`src/rtl/phase_trk_pkg.sv`:
```
package phase_trk_pkg;

    typedef enum logic [1:0] {
        TRK_IDLE  = 2'd0,
        TRK_REF   = 2'd1,
        TRK_TRACK = 2'd2
    } trk_mode_e;

endpackage

```
`src/rtl/trk_below_ref.sv`:
```
// Flags a metric that is strictly below the stored reference, using one subtractor.
module trk_below_ref #(
    parameter int METRIC_W = 12
) (
    input  logic [METRIC_W-1:0] metric_i,
    input  logic [METRIC_W-1:0] ref_i,
    output logic                below_o
);
    localparam int DIFF_W = METRIC_W + 1;

    logic [DIFF_W-1:0] diff;

    assign diff    = {1'b0, metric_i} - {1'b0, ref_i};
    assign below_o = diff[DIFF_W-1];
endmodule

```
`src/rtl/trk_phase_wrap.sv`:
```
// One step up or down on a ring of PHASE_N phase addresses.
module trk_phase_wrap #(
    parameter int PHASE_N = 32,
    parameter int PHASE_W = 5
) (
    input  logic [PHASE_W-1:0] phase_i,
    input  logic               up_i,
    output logic [PHASE_W-1:0] phase_o
);
    localparam logic [PHASE_W-1:0] LAST = PHASE_W'(PHASE_N - 1);

    generate
        if ((1 << PHASE_W) == PHASE_N) begin : g_pow2
            assign phase_o = up_i ? phase_i + 1'b1 : phase_i - 1'b1;
        end else begin : g_cmp
            always_comb begin
                if (up_i) begin
                    phase_o = (phase_i == LAST) ? '0 : phase_i + 1'b1;
                end else begin
                    phase_o = (phase_i == '0) ? LAST : phase_i - 1'b1;
                end
            end
        end
    endgenerate
endmodule

```
`src/rtl/phase_tracker.sv`:
```
module phase_tracker
    import phase_trk_pkg::*;
#(
    parameter int PHASE_N  = 32,
    parameter int PHASE_W  = $clog2(PHASE_N),
    parameter int METRIC_W = 12
) (
    input  logic                clk,
    input  logic                rst_n,
    input  logic                lock_i,
    input  logic                pkt_end_i,
    input  logic [PHASE_W-1:0]  init_phase_i,
    input  logic                dir_i,
    input  logic                pilot_vld_i,
    input  logic [METRIC_W-1:0] metric_i,
    output logic [PHASE_W-1:0]  phase_o,
    output logic                step_req_o,
    output logic                step_dir_o
);
    typedef struct packed {
        trk_mode_e             mode;
        logic [PHASE_W-1:0]    phase;
        logic                  dir;
        logic [METRIC_W-1:0]   refm;
        logic                  step;
    } trk_state_t;

    trk_state_t st_d, st_q;
    logic               below;
    logic [PHASE_W-1:0] phase_next;

    trk_below_ref #(.METRIC_W(METRIC_W)) u_cmp (
        .metric_i (metric_i),
        .ref_i    (st_q.refm),
        .below_o  (below)
    );

    trk_phase_wrap #(.PHASE_N(PHASE_N), .PHASE_W(PHASE_W)) u_wrap (
        .phase_i (st_q.phase),
        .up_i    (st_q.dir),
        .phase_o (phase_next)
    );

    always_comb begin
        st_d      = st_q;
        st_d.step = 1'b0;
        if (pkt_end_i) begin
            st_d.mode = TRK_IDLE;
            st_d.refm = '0;
        end else begin
            case (st_q.mode)
                TRK_IDLE: begin
                    if (lock_i) begin
                        st_d.mode  = TRK_REF;
                        st_d.phase = init_phase_i;
                        st_d.dir   = dir_i;
                    end
                end
                TRK_REF: begin
                    if (pilot_vld_i) begin
                        st_d.refm = metric_i;
                        st_d.mode = TRK_TRACK;
                    end
                end
                TRK_TRACK: begin
                    if (pilot_vld_i && below) begin
                        st_d.phase = phase_next;
                        st_d.step  = 1'b1;
                        st_d.mode  = TRK_REF;
                    end
                end
                default: st_d.mode = TRK_IDLE;
            endcase
        end
    end

    always_ff @(posedge clk) begin
        if (!rst_n) begin
            st_q <= '{mode: TRK_IDLE, phase: '0, dir: 1'b0, refm: '0, step: 1'b0};
        end else begin
            st_q <= st_d;
        end
    end

    assign phase_o    = st_q.phase;
    assign step_req_o = st_q.step;
    assign step_dir_o = st_q.dir;
endmodule

```
`config.mk`:
```
export PLATFORM = sky130hd
export DESIGN_NAME = phase_tracker
export DESIGN_NICKNAME = d
export VERILOG_FILES = /design/src/rtl/phase_trk_pkg.sv /design/src/rtl/trk_below_ref.sv /design/src/rtl/trk_phase_wrap.sv /design/src/rtl/phase_tracker.sv
export SDC_FILE = /design/constraint.sdc
export NUM_CORES = 1
export LEC_CHECK = 0
export BUFFER_PORTS_ARGS = -buffer_cell sky130_fd_sc_hd__buf_2
export CAP_MARGIN = 10
export CORE_ASPECT_RATIO = 1.25
export CORE_MARGIN = 4
export CORE_UTILIZATION = 50
export CTS_BUF_LIST = sky130_fd_sc_hd__clkbuf_2 sky130_fd_sc_hd__clkbuf_4 sky130_fd_sc_hd__clkbuf_8
export DETAILED_ROUTE_END_ITERATION = 12
export PLACE_DENSITY = 0.86
export SYNTH_ARGS = -nofsm -noshare
export SYNTH_HDL_FRONTEND = slang
export SYNTH_SLANG_ARGS = --single-unit
```
`constraint.sdc`:
```
create_clock -name clk -period 1.9 [get_ports clk]
set_input_delay 0 -clock clk [delete_from_list [all_inputs] [get_ports clk]]
set_output_delay 0 -clock clk [all_outputs]
set_load 0.1 [all_outputs]
```
==> key figures, run 1 <==
Run status
  • Outcome: complete, but fails checks
  • Failing checks: negative setup slack

Yosys
  • EDFF count, synth: 0
  • FF+latch count, synth: 21
  • Gate Count Post-Synth: 166
  • Most used DFF post-synth: dfxtp_1
  • Mapped Nets: 204
  • Warnings from Yosys: 0
  • Synth cell types: 37
  • Post-Syn Area: 1330 sq um
  • Syn Area/Cell: 8.01 sq um
  • Async SR Flop Fraction: 0
  • Sequential element share of the synthesized area: 0.316

Detailed routing
  • Wire per inst: 14.3 microns
  • DRC Markers: 0
  • Drt total wl: 3370 microns
  • Pre-antenna DRT Iters: 4
  • Via density per instance: 5.53
  • Detail Route Antenna Nets: 0
  • Detailed router's first-iteration violation count: 44
  • Via count: 1305

Worst setup path
  • Crit path max-delay cell type: or4b_4
  • R2R Path Start: st_q[10]$_SDFFE_PP0P_
  • Largest stage delay on the critical path: 0.56 ns
  • CP startpoint: st_q[10]$_SDFFE_PP0P_
  • R2R depth: 8
  • CP Class: flip-flop to flip-flop
  • Crit path cell chain: inv_1, ha_1, nand3_1, a21boi_1, or4b_4, a211o_1, nand2_2, mux2i_1
  • Worst setup path end: phase_o[4]$_SDFFE_PN0P_
  • R2r endpoint: phase_o[4]$_SDFFE_PN0P_
  • Critical path depth in cells: 8
  • CP top delay family: simple AND/OR/NAND/NOR gates
  • WP data required: 2.15 ns
  • CP Data Arrival Time: 2.26 ns
  • Crit-path max FO: 6
  • CP bufs+invs: 1
  • Reg2reg setup slack: -0.11 ns
  • Crit end category: flip-flop
  • Crit start category: flip-flop

Place
  • Worst slack at placement: -0.0759 ns
  • Dpl hpwl: 2440 microns
  • Port-buffer cells: 29
  • Placed cell count: 217
  • Placement Cell Area: 1480 sq um
  • Routability cong.: 0.886

Timing
  • Max_slew headroom: 0.575
  • Final Cycle Share: 1.06
  • Worst Skew: 0.000816 ns
  • Final Setup Violations: 7
  • Clock period minus worst slack: 2.01 ns
  • RSZ-0062 raised after global routing: true
  • Final setup margin: -0.114 ns
  • Highest clock rate: 496 MHz
  • Final hold viol count: 0
  • Worst-Margin Slew: 0.638 ns
  • Fin. max-slew vios: 0

Clock tree
  • Clock Path Buffers: 2
  • Clock transition at path regs: 0.12 ns
  • Clock tree root driver cell: clkbuf_4
  • Clock tree from TritonCTS: yes
  • Clock H-tree levels: 1
  • Clock Sinks: 21
  • Clk_lat worst skew: 0.30 ns
  • CTS Buf Count: 3

Floorplan
  • Row Count: 20
  • Initial core utilization: 0.537
  • Ports: 30
  • Die height: 65.7 microns
  • Die area: 3550 sq um
  • Core Area: 2480 sq um
  • Die Width: 54.1 microns

Final layout
  • Post-Layout Inst Area: 1680 sq um
  • Finished Layout Cells: 236
  • Multi-input logic area: 830 sq um
  • Fraction of layout cells with a size suffix above 1: 0.261
  • N_diodes: 0
  • Commonest cells after routing, fill and taps aside: nand2_1, buf_2, a21oi_1, dfxtp_1, dlygate4sd3_1
  • Fillers: 210
  • FF/Latch Area: 430 sq um
  • P&R area growth vs syn: 26.6%
  • Nets: 242

Pwr
  • Pint: 650 uW
  • Power Density: 561 nW/um^2
  • Register share of total power: 0.487
  • Sw Pwr: 296 uW
  • Leakage: 0.674 nW
  • Sw Share: 0.313
  • Combinational share of power: 0.265
  • Maximum vdd drop: 392 uV
  • Clk pwr share: 0.248
  • Total power: 945 uW

Global routing
  • Vias in the first global route: 1244
  • First-pass GRT wire length: 5240 microns
  • Pin count of the biggest net entering global routing: 16
  • GR Util All Layers: 0.198
  • Initial antenna violation count: 0
  • Overflow after GRT: 0

Min path
  • Worst min-delay path category: input pin to flip-flop

Job
  • Max Cap Viol: 0
## cells by family after synthesis
group           after synthesis  share of synthesized area
buf+inv                      26                     0.0875
flops                        21                      0.316
mux                           2                     0.0151
fa+ha+maj                    15                      0.147
compound gates               45                      0.218
xor+xnor                      4                     0.0263
simple gates                 53                      0.190
## area by class of cell
cell class,instances,area share
Sequential cell,21,0.256
Tap cell,33,0.0245
Timing Repair Buffer,45,0.178
Multi-Input combinational cell,119,0.493
Clock buffer,4,0.0178
Inverter,14,0.0312
## cell usage after synthesis (2+ instances only)
| cell | n | area, sq um |
|---|---|---|
| a21o_1 | 2 | 15.0 |
| a21oi_1 | 18 | 90.1 |
| a31oi_1 | 4 | 25.0 |
| buf_4 | 5 | 37.5 |
| clkbuf_1 | 7 | 26.3 |
| dfxtp_1 | 21 | 420 |
| ha_1 | 14 | 175 |
| inv_1 | 14 | 52.6 |
| mux2i_1 | 2 | 20.0 |
| nand2_1 | 29 | 109 |
| nand2b_1 | 3 | 18.8 |
| nand3_1 | 6 | 30.0 |
| nand3b_1 | 2 | 15.0 |
| nor2_1 | 4 | 15.0 |
| nor3_1 | 3 | 15.0 |
| o21a_1 | 4 | 30.0 |
| o21ai_0 | 6 | 30.0 |
| xnor2_1 | 2 | 17.5 |
| xor2_1 | 2 | 17.5 |
## through the flow
| step | hold slack (ns) | util | TNS (ns) |
|---|---|---|---|
| 6_report | 0.00685 | 0.680 | -0.573 |
| 5_1_grt | 0.0107 | 0.680 | -0.929 |
| 4_1_cts | 0.00816 | 0.674 | -0.264 |
| 3_5_place_dp | 0.237 | 0.596 | -0.251 |
| 3_3_place_gp | 0.238 | 0.596 | -0.0197 |
| 2_1_floorplan | 0.136 | - | 0 |
## worst register-to-register path: stages (launching register included)
cell and delay [ns]:
dfxtp_2 0.34, inv_1 0.04, ha_1 0.29, nand3_1 0.11
a21boi_1 0.08, or4b_4 0.56, a211o_1 0.26, nand2_2 0.10
mux2i_1 0.17
## sequential cells by signal, indices dropped and copies added, names as in the netlist
| name | flops |
|---|---|
| st_q | 14 |
| step_dir_o | 1 |
| step_req_o | 1 |
| phase_o | 5 |
## worst min path at each step
stage | start | to | slack [ns] | cells past startpoint
after floorplan | metric_i[9] | st_q[10]$_SDFFE_PP0P_ | 0.14 | 2
after global placement | dir_i | step_dir_o$_SDFFE_PN0P_ | 0.24 | 3
after detailed placement | dir_i | step_dir_o$_SDFFE_PN0P_ | 0.24 | 3
after CTS | pilot_vld_i | st_q[19]$_SDFFE_PP0P_ | 0.008 | 3
after global routing | pilot_vld_i | st_q[19]$_SDFFE_PP0P_ | 0.01 | 3
final | pilot_vld_i | st_q[19]$_SDFFE_PP0P_ | 0.007 | 3
## layer usage
| metal | up-vias | global-route usage | wire (microns) |
|---|---|---|---|
| li1 | 646 | - | - |
| met4 | 0 | 0.0623 | 55 |
| met2 | 49 | 0.374 | 1820 |
| met5 | - | 0 | 0 |
| met1 | 603 | 0.217 | 1320 |
| met3 | 7 | 0.0227 | 176 |
## power by group through the flow
stage	Sequential [mW]	Clock (mW)	Combinational, mW
floorplan	0.474	0	0.159
finish	0.460	0.235	0.250
global placement	0.469	0	0.210
detailed placement	0.470	0	0.219
global route	0.462	0.262	0.270
CTS	0.460	0.234	0.246
## repair_timing
item	in CTS	in global routing
hold buffers	14	0
resized for setup	7	3
setup buffers	0	1
endpoints found under the hold margin	14	0
endpoints found under the setup margin	7	8
pin swaps	1	2
Note: power is estimated with default switching activity, not from simulation.
==> inputs of run 2 (changes only) <==
ABC_AREA = 1   (was default)
CORE_UTILIZATION = 51   (was 50)
==> run 2 against run 1 <==
The flow now finishes without violations. Highest routed layer unchanged. Global-route usage shrank 3.6 points. Sequential share of layout area shrank 1.2 points. Critical path type unchanged. Wire length shrank 15%. Total power grew 6.6%. Combinational power grew 25%. First-iteration DRC count shrank 11%. Die area grew 8.3%. Non-clock buffer count shrank 6. Utilization shrank 4.2 points. Area after synthesis grew 12%.
==> key figures, run 2 <==
Run status
  • Outcome: finished, final reports clean

Min path
  • Worst min-delay path category: input pin to flip-flop
  • Hold Crit Depth: 3 (unchanged)
  • Hold Crit Start: metric_i[3]
  • End point of the worst hold path: st_q[4]$_SDFFE_PP0P_

Pwr
  • Combinational share of power: 0.311 (+0.046)
  • Sw Pwr: 349 uW (+18%)
  • Pint: 658 uW (+1.3%)
  • Sw Share: 0.347 (+0.0339)
  • Maximum vdd drop: 410 uV (+4.4%)
  • Register share of total power: 0.467 (-0.020)
  • Clk pwr share: 0.222 (-0.026)
  • Leakage: 0.836 nW (+24%)
  • Power Density: 578 nW/um^2 (+2.9%)

Detailed routing
  • DRC Markers: 0 (unchanged)
  • Via count: 1316 (+0.84%)
  • Detail Route Antenna Nets: 0 (unchanged)
  • Via density per instance: 4.84 (-13%)
  • Detailed router's first-iteration violation count: 39 (-11%)
  • Pre-antenna DRT Iters: 4 (unchanged)
  • Drt total wl: 2860 microns (-15%)
  • Wire per inst: 10.5 microns (-26%)

Place
  • Dpl hpwl: 2230 microns (-8.6%)
  • Port-buffer cells: 29 (unchanged)
  • Placement Cell Area: 1610 sq um (+9.3%)
  • Routability cong.: 0.876 (-1.1%)
  • Worst slack at placement: 0.252 ns (+0.328 ns)

Clock tree
  • Clk_lat worst skew: 0.30 ns (about the same)
  • Clock H-tree levels: 1 (unchanged)
  • Clock tree from TritonCTS: yes
  • Clock transition at path regs: 0.11 ns (about the same)
  • CTS Buf Count: 3 (unchanged)
  • Clock Sinks: 21 (unchanged)
  • Clock tree root driver cell: clkbuf_4
  • Post CTS Setup Buffer Count: 0 (unchanged)
  • Clock Path Buffers: 2 (unchanged)

Yosys
  • Yosys top cell area share: 0.283 (-0.0335)
  • Post-Syn Area: 1490 sq um (+12%)
  • Sequential element share of the synthesized area: 0.283 (-0.0335)
  • Gate Count Post-Synth: 203 (+22%)
  • Most used DFF post-synth: dfxtp_1
  • FF+latch count, synth: 21 (unchanged)
  • Syn Area/Cell: 7.33 sq um (-8.5%)
  • Warnings from Yosys: 0 (unchanged)
  • Synth top area cells: dfxtp_1, ha_1, nand2_1, a211oi_2, inv_1
  • Synth cell types: 28 (-24%)
  • Most common library cells after synthesis: nand2_1, inv_1, dfxtp_1, nor2_1, ha_1
  • Count leader, synth: nand2_1
  • Async SR Flop Fraction: 0 (unchanged)
  • Mapped Nets: 241 (+18%)
  • EDFF count, synth: 0 (unchanged)
  • Area leader, netlist: dfxtp_1

Final layout
  • Largest register FFs: 14 (unchanged)
  • Commonest cells after routing, fill and taps aside: nand2_1, inv_1, buf_2, nor2_1, dfxtp_1
  • P&R area growth vs syn: 17.2%
  • Nets: 277 (+14%)
  • Fraction of layout cells with a size suffix above 1: 0.265 (+0.00362)
  • Post-Layout Inst Area: 1740 sq um (+3.6%)
  • N_diodes: 0 (unchanged)
  • Utilization after layout: 0.638 (-0.0415)
  • Most common cell after layout, fill and taps aside: nand2_1
  • Register name with the most flops: st_q

Floorplan
  • Die area: 3850 sq um (+8.3%)
  • Die Width: 56.3 microns (+4.0%)
  • Ports: 30 (unchanged)
  • Row Count: 21 (+5.0%)
  • Die height: 68.4 microns (+4.1%)
  • Initial core utilization: 0.544 (+0.00755)
  • Core Area: 2730 sq um (+10%)

Worst setup path
  • R2R Path Start: st_q[12]$_SDFFE_PP0P_
  • Reg2reg setup slack: 0.25 ns (+0.37 ns)
  • Largest stage delay on the critical path: 0.33 ns (-0.23 ns)
  • WP data required: 2.14 ns (about the same)
  • Crit path max-delay cell type: dfxtp_1
  • CP bufs+invs: 3 (+2)
  • CP Class: flip-flop to flip-flop
  • R2R depth: 13 (+5)
  • R2r endpoint: phase_o[4]$_SDFFE_PN0P_
  • Crit path cell chain: inv_1, ha_1, nand2_1, inv_1, nor2_1, nand3_1, nor2_1, nand2_2, nand2_4, nand3_4, nand2_1, inv_1, nor2_1
  • Crit-path max FO: 8 (+2)
  • Crit end category: flip-flop
  • CP Data Arrival Time: 1.89 ns (-0.37 ns)
  • Crit start category: flip-flop
  • CP top delay family: simple AND/OR/NAND/NOR gates

Timing
  • RSZ-0062 raised after global routing: false
  • Hold slack final: 0.00491 ns (-0.00195 ns)
  • Final hold viol count: 0 (unchanged)
  • Final setup margin: 0.254 ns (+0.368 ns)
  • Highest clock rate: 607 MHz (+22%)
  • Max_slew headroom: 0.482 (-0.0923)
  • Worst-Margin Slew: 0.775 ns (+0.137 ns)
  • Clock period minus worst slack: 1.65 ns (-0.368 ns)
  • Final Cycle Share: 0.866 (-0.194)
  • Final Setup Violations: 0 (-7)
  • Worst Skew: 0.00452 ns (+0.00370 ns)
  • Fin. max-slew vios: 0 (unchanged)
  • Final TNS setup: 0 ns (+0.573 ns)

Global routing
  • GR Util All Layers: 0.162 (-0.0362)
  • Vias in the first global route: 1239 (-0.40%)
  • Overflow after GRT: 0 (unchanged)
  • Pin count of the biggest net entering global routing: 25 (+9)
  • First-pass GRT wire length: 5000 microns (-4.6%)
  • Initial antenna violation count: 0 (unchanged)

Job
  • Max Cap Viol: 0 (unchanged)
-- run 2: routing by layer --
layer | track usage | share of wire | vias up
met5 | 0 | 0 | -
met4 | 0.0653 | 0.0087 | 0
met3 | 0.0283 | 0.041 | 4
met2 | 0.308 | 0.51 | 27
met1 | 0.178 | 0.44 | 578
li1 | - | - | 707
-- run 2: cell type report --
| type | count | area (sq um) |
|---|---|---|
| Fill cell | 260 | 988 |
| Clock buffer | 4 | 30.0 |
| Sequential cell | 21 | 424 |
| Timing Repair Buffer | 39 | 245 |
| Multi-Input combinational cell | 130 | 837 |
| Tap cell | 34 | 42.5 |
| Inverter | 44 | 165 |
-- run 2: stage by stage --
| stage | cells | total power [mW] |
|---|---|---|
| finish | 272 | 1.01 |
| global route | 272 | 1.08 |
| CTS | 272 | 1.02 |
| detailed placement | 258 | 0.778 |
| global placement | 258 | 0.772 |
| floorplan | 203 | 0.721 |
-- run 2: kinds of logic (layout without fill, tap and decap cells) --
group | count (synthesis) | count (layout) | share of synthesized area
flops | 21 | 21 | 0.283
fa+ha+maj | 15 | 15 | 0.131
buf+inv | 52 | 87 | 0.155
compound gates | 23 | 23 | 0.142
simple gates | 91 | 91 | 0.283
xor+xnor | 1 | 1 | 0.00589
-- run 2: worst max path at each step --
stage,depth (start not counted),slack (ns),start,endpoint
after detailed placement,13,0.25,st_q[12]$_SDFFE_PP0P_,phase_o[2]$_SDFFE_PN0P_
after global placement,13,0.31,st_q[12]$_SDFFE_PP0P_,phase_o[1]$_SDFFE_PN0P_
final,13,0.25,st_q[12]$_SDFFE_PP0P_,phase_o[4]$_SDFFE_PN0P_
after global routing,13,0.1,st_q[12]$_SDFFE_PP0P_,phase_o[4]$_SDFFE_PN0P_
after floorplan,11,0.16,step_dir_o$_SDFFE_PN0P_,phase_o[3]$_SDFFE_PN0P_
after CTS,13,0.24,st_q[12]$_SDFFE_PP0P_,phase_o[0]$_SDFFE_PN0P_
-- run 2: repair_timing --
action,4_1_cts,5_1_grt
hold buffers,10,0
endpoints found under the hold margin,14,0
gates resized for setup,0,0
-- run 2: power by group through the flow --
stage	combinational [mW]	clock [mW]	sequential, mW
floorplan	0.233	0	0.488
CTS	0.314	0.238	0.471
detailed placement	0.298	0	0.481
global route	0.351	0.251	0.474
finish	0.313	0.224	0.471
global placement	0.292	0	0.480
-- run 2: worst reg2reg max path, cell delays in order, from the launching register on --
cell and delay [ns]:
dfxtp_1 0.33, inv_1 0.06, ha_1 0.30, nand2_1 0.07, inv_1 0.03, nor2_1 0.08, nand3_1 0.09, nor2_1 0.12
nand2_2 0.09, nand2_4 0.12, nand3_4 0.10, nand2_1 0.07, inv_1 0.03, nor2_1 0.10
